===== src/rtl/fxmul_pkg.sv =====
package fxmul_pkg;
  typedef struct packed {
    logic loadIn;
    logic loadProd;
    logic loadOut;
    logic extA;
    logic extB;
    logic shiftOut;
  } mulStrobe_t;
endpackage


===== src/rtl/fxmul_ctrl.sv =====
module fxmul_ctrl
  import fxmul_pkg::*;
#(
  parameter int STAGES = 3
) (
  input  logic       clk,
  input  logic       rstN,
  input  logic       inValid,
  input  logic       signA,
  input  logic       signB,
  input  logic       shiftLeft,
  output mulStrobe_t strobe,
  output logic       outValid
);
  logic [STAGES-1:0] vldPipe;
  logic              sgnAReg, sgnBReg;
  logic              shStage1, shStage2;

  always_ff @(posedge clk or negedge rstN) begin
    if (!rstN) begin
      vldPipe <= '0;
    end else begin
      vldPipe <= {vldPipe[STAGES-2:0], inValid};
    end
  end

  // selects ride with their operands; reset clears them
  always_ff @(posedge clk or negedge rstN) begin
    if (!rstN) begin
      sgnAReg  <= 1'b0;
      sgnBReg  <= 1'b0;
      shStage1 <= 1'b0;
      shStage2 <= 1'b0;
    end else begin
      if (inValid) begin
        sgnAReg  <= signA;
        sgnBReg  <= signB;
        shStage1 <= shiftLeft;
      end
      if (vldPipe[0]) begin
        shStage2 <= shStage1;
      end
    end
  end

  always_comb begin
    strobe.loadIn   = inValid;
    strobe.loadProd = vldPipe[0];
    strobe.loadOut  = vldPipe[1];
    strobe.extA     = sgnAReg;
    strobe.extB     = sgnBReg;
    strobe.shiftOut = shStage2;
  end

  assign outValid = vldPipe[STAGES-1];
endmodule


===== src/rtl/fxmul_dp.sv =====
module fxmul_dp
  import fxmul_pkg::*;
#(
  parameter int WIDTH = 32
) (
  input  logic             clk,
  input  mulStrobe_t       strobe,
  input  logic [WIDTH-1:0] opA,
  input  logic [WIDTH-1:0] opB,
  output logic [WIDTH-1:0] prodHi,
  output logic [WIDTH-1:0] prodLo
);
  localparam int PW = 2 * WIDTH;
  localparam int XW = WIDTH + 1;

  logic [WIDTH-1:0]     aReg, bReg;
  logic signed [XW-1:0] aExt, bExt;
  logic signed [2*XW-1:0] fullProd;
  logic [PW-1:0]        prodReg, outReg, shifted;

  // operand registers: no reset, only loaded with new work
  always_ff @(posedge clk) begin
    if (strobe.loadIn) begin
      aReg <= opA;
      bReg <= opB;
    end
  end

  always_comb begin
    aExt     = {strobe.extA & aReg[WIDTH-1], aReg};
    bExt     = {strobe.extB & bReg[WIDTH-1], bReg};
    fullProd = aExt * bExt;
  end

  always_ff @(posedge clk) begin
    if (strobe.loadProd) prodReg <= fullProd[PW-1:0];
  end

  assign shifted = strobe.shiftOut ? {prodReg[PW-2:0], 1'b0} : prodReg;

  always_ff @(posedge clk) begin
    if (strobe.loadOut) outReg <= shifted;
  end

  assign prodHi = outReg[PW-1:WIDTH];
  assign prodLo = outReg[WIDTH-1:0];
endmodule


===== src/rtl/fxmul_top.sv =====
module fxmul_top
  import fxmul_pkg::*;
#(
  parameter int WIDTH = 32
) (
  input  logic             clk,
  input  logic             rstN,
  input  logic             inValid,
  input  logic [WIDTH-1:0] opA,
  input  logic [WIDTH-1:0] opB,
  input  logic             signA,
  input  logic             signB,
  input  logic             shiftLeft,
  output logic [WIDTH-1:0] prodHi,
  output logic [WIDTH-1:0] prodLo,
  output logic             outValid
);
  mulStrobe_t strobe;

  fxmul_ctrl #(.STAGES(3)) u_ctrl (
    .clk(clk), .rstN(rstN), .inValid(inValid),
    .signA(signA), .signB(signB), .shiftLeft(shiftLeft),
    .strobe(strobe), .outValid(outValid)
  );

  fxmul_dp #(.WIDTH(WIDTH)) u_dp (
    .clk(clk), .strobe(strobe), .opA(opA), .opB(opB),
    .prodHi(prodHi), .prodLo(prodLo)
  );
endmodule


===== config.mk =====
export PLATFORM = sky130hd
export DESIGN_NAME = fxmul_top
export DESIGN_NICKNAME = d
export VERILOG_FILES = /design/src/rtl/fxmul_pkg.sv /design/src/rtl/fxmul_ctrl.sv /design/src/rtl/fxmul_dp.sv /design/src/rtl/fxmul_top.sv
export SDC_FILE = /design/constraint.sdc
export NUM_CORES = 2
export LEC_CHECK = 0
export ABC_AREA = 1
export CORE_MARGIN = 4
export CORE_UTILIZATION = 44
export DETAILED_ROUTE_END_ITERATION = 7
export SLEW_MARGIN = 20
export SYNTH_ARGS = -nofsm -noshare
export SYNTH_HDL_FRONTEND = slang
export SYNTH_SLANG_ARGS = --single-unit
export TNS_END_PERCENT = 50

===== constraint.sdc =====
create_clock -name clk -period 8.91 [get_ports clk]
set_clock_uncertainty 0.05 [all_clocks]
set_input_delay 2.2275 -clock clk [delete_from_list [all_inputs] [get_ports clk]]
set_output_delay 2.2275 -clock clk [all_outputs]
set_load 0.1 [all_outputs]

==> flow_summary.yaml <==
run_status:
  outcome: "complete, no violations"
sta:
  post-route-worst-setup-slack_ns: 0.527
  setup_violations: 0
  fin_crit_ns: 8.38
  slew_headroom_pct: 23.9
  slew_violations: 0
  hold_viol_final: 0
  post_route_setup_tns_ns: 0
  timing_worst_slew_pin_value_ns: 1.14
  setup_repair_after_global_routing_missed_its_margin: "false"
  timing.final.crit_share_pct: 94.1
  max_clock_freq_mhz: 119
final_layout:
  postLayoutCellArea_mm2: 0.0502
  synthToLayoutAreaGrowth_pct: 8.23
  fin_nets: 6773
  final_layout_size_suffix_gt1_share_pct: 4.91
  mostFrequentLayoutCells: "inv_1 (1581), nand2_1 (1342), fa_1 (1124)"
  mostFrequentLayoutCell: "inv_1"
  layout.cells.non_filler: 6759
  antenna_cells: 0
global_routing:
  grt_first_pass_wirelength_um: 215000
  first_global_vias: 37200
  grt_use_total_pct: 25.2
  antenna_found_initial: 0
  largest_net_degree_at_the_start_of_global_routing: 68
  grt_remaining_overflow: 0
drt:
  vias: 33400
  drcViolationCount: 0
  ant_nets: 0
  drt_pre_antenna_iters: 5
  first_iter_violations: 2167
  route.detailed.wl_per_inst_um: 19.7
  via_per_inst: 4.94
  routed_wl_um: 133000
setup_path:
  critical_path_required_ns: 9.14
  timing.critical_path.arrival_ns: 8.61
  worst-setup-path-type: "reg -> reg"
  cp-start-kind: "flop"
  critical_path.endpoint_type: "flop"
  timing.critical_path.fanout_max: 19
  timing.reg2reg.worst_path_depth: 24
clocking:
  root_buffer: "clkbuf_16"
  max-clock-path-buffers: 2
  cts_tree: "built"
  cts_hold_buf: 0
  cts_resized: 0
  cts_setup_buffers: 0
  worstSkewPairLatency_ns: 0.52
  cts_bufs_inserted: 17
  htree_levels: 4
  clock_pin_slew_worst_setup_and_hold_paths_ns: 0.09
  cts_sinks: 199
placed_design:
  place.detailed.instances: 6726
  pre_cts_slack_ns: 0.560
  place_congestion: 0.928
  dpl.hpwl_um: 114000
  port_buffers: 134
  placed_area_mm2: 0.0496
min_path:
  worstHoldPathCells: 2
  holdCritPathClass: "reg -> reg"
floorplanning:
  floorplan.die.height_um: 333
  io_pins: 135
  initial_utilization_pct: 44.6
  placeable_core_region_mm2: 0.104
  dieArea_mm2: 0.111
  rows: 118
  die_w_um: 333
logic_synthesis:
  synthesis.nets: 6739
  avg_inst_size_synth_um2: 8.70
  post_synth_inst_count: 5332
  synth_sequential_area_ratio_pct: 12.8
  syn-cell-area_mm2: 0.0464
  synthesis.yosys.warnings: 0
  synth.lib_cells_used.distinct: 41
  ys_ff_latch: 199
job:
  max-cap-violations: 0
[final cells by class]
cell class | count | area, um^2
repair buffers | 261 | 2410
well taps | 1380 | 1730
clock inverters | 15 | 176
fillers | 10100 | 53900
clock buffers | 17 | 425
inverters | 1600 | 6010
multi-input cells | 3287 | 33500
flip-flops and latches | 199 | 5940
[per-layer routing]
metal	vias up	wire [um]	GRT usage, %
met5	-	0	0
met4	0	4320	7.40
met3	190	6450	2.80
met2	968	66400	44.2
met1	17200	56000	33.2
li1	15000	-	-
[worst paths after layout]
check,startpoint,end,slack [ns]
worst max-delay path,u_dp.aReg[31],u_dp.prodReg[54],0.53
worst min-delay path,u_ctrl.shStage1,u_ctrl.shStage2,0.45
worst max register to register,u_dp.aReg[31],u_dp.prodReg[54],0.53
worst min register to register,u_ctrl.shStage1,u_ctrl.shStage2,0.45
max in group asynchronous,rstN,u_ctrl.vldPipe[1],6.18
min in group asynchronous,rstN,u_ctrl.vldPipe[0],2.10
[synth_stat cells]
library cell | n | share of area, %
a21boi_0 | 1 | 0.016
a21o_1 | 5 | 0.081
a21oi_1 | 73 | 0.79
a21oi_2 | 4 | 0.075
a31oi_1 | 10 | 0.13
and2_1 | 2 | 0.027
and3_1 | 1 | 0.013
buf_2 | 2 | 0.022
clkbuf_1 | 244 | 2.0
clkinv_1 | 1 | 0.0081
dfrtp_1 | 7 | 0.38
edfxtp_1 | 192 | 12
fa_1 | 1125 | 49
ha_1 | 212 | 5.7
inv_1 | 1581 | 13
inv_2 | 18 | 0.15
mux2_2 | 2 | 0.049
nand2_1 | 1342 | 11
nand2_2 | 18 | 0.24
nand2b_4 | 1 | 0.030
nand3_1 | 66 | 0.71
nand3_2 | 7 | 0.15
nand3b_1 | 5 | 0.081
nand4_1 | 11 | 0.15
nor2_1 | 159 | 1.3
nor2_2 | 34 | 0.46
nor2_4 | 4 | 0.097
nor3_1 | 7 | 0.075
nor3_2 | 3 | 0.065
nor4_1 | 1 | 0.013
o211ai_1 | 1 | 0.016
o211ai_2 | 1 | 0.027
o21a_1 | 2 | 0.032
o21ai_0 | 107 | 1.2
o21ai_1 | 14 | 0.15
o21ai_2 | 1 | 0.019
o21bai_1 | 12 | 0.19
o21bai_2 | 1 | 0.024
or2_2 | 6 | 0.081
xnor2_1 | 11 | 0.21
xor2_1 | 38 | 0.72
[critical path, stage by stage (launching register included)]
cell and delay, ns:
edfxtp_1 0.85, nand2_1 0.22, nor2_1 0.28, fa_1 0.55
fa_1 0.63, fa_2 0.49, inv_1 0.43, fa_1 0.49
buf_4 0.21, inv_1 0.23, fa_1 0.49, fa_1 0.54
inv_1 0.05, fa_1 0.45, fa_1 0.49, inv_1 0.04
ha_1 0.34, a21o_1 0.20, nor2_1 0.25, nor2_1 0.07
nor2_1 0.11, a21boi_0 0.40, nand3_1 0.14, nand2_1 0.08
nand2_1 0.07
[cells by family (layout without fill, tap and decap cells)]
logic type,Yosys count,in the layout,share of synthesized area (%)
buffers and inverters,1846,1893,14.9
and+or+nand+nor,1667,1667,14.3
adders and majority gates,1337,1337,54.2
AOI/OAI and AO/OA,232,232,2.71
DFF,199,199,12.8
xor gates and xnor gates,49,49,0.925
muxes,2,2,0.0485
[registers in the layout, summed over array words and instances (netlist names)]
| register | cells |
|---|---|
| u_ctrl.sgnAReg | 1 |
| u_ctrl.sgnBReg | 1 |
| u_ctrl.shStage1 | 1 |
| u_ctrl.shStage2 | 1 |
| u_ctrl.vldPipe | 3 |
| u_dp.aReg | 32 |
| u_dp.bReg | 32 |
| u_dp.outReg | 64 |
| u_dp.prodReg | 64 |
[stage by stage]
stage                     hold slack [ns]  util [%]
after floorplan                     0.396         -
after global placement              0.405      47.7
after detailed placement            0.426      47.7
after CTS                           0.455      48.2
after global routing                0.479      48.3
final                               0.450      48.3
Power is left out: the tool's default activity adds up to more than one toggle a clock period on the data nets, which glitch-free logic cannot reach.
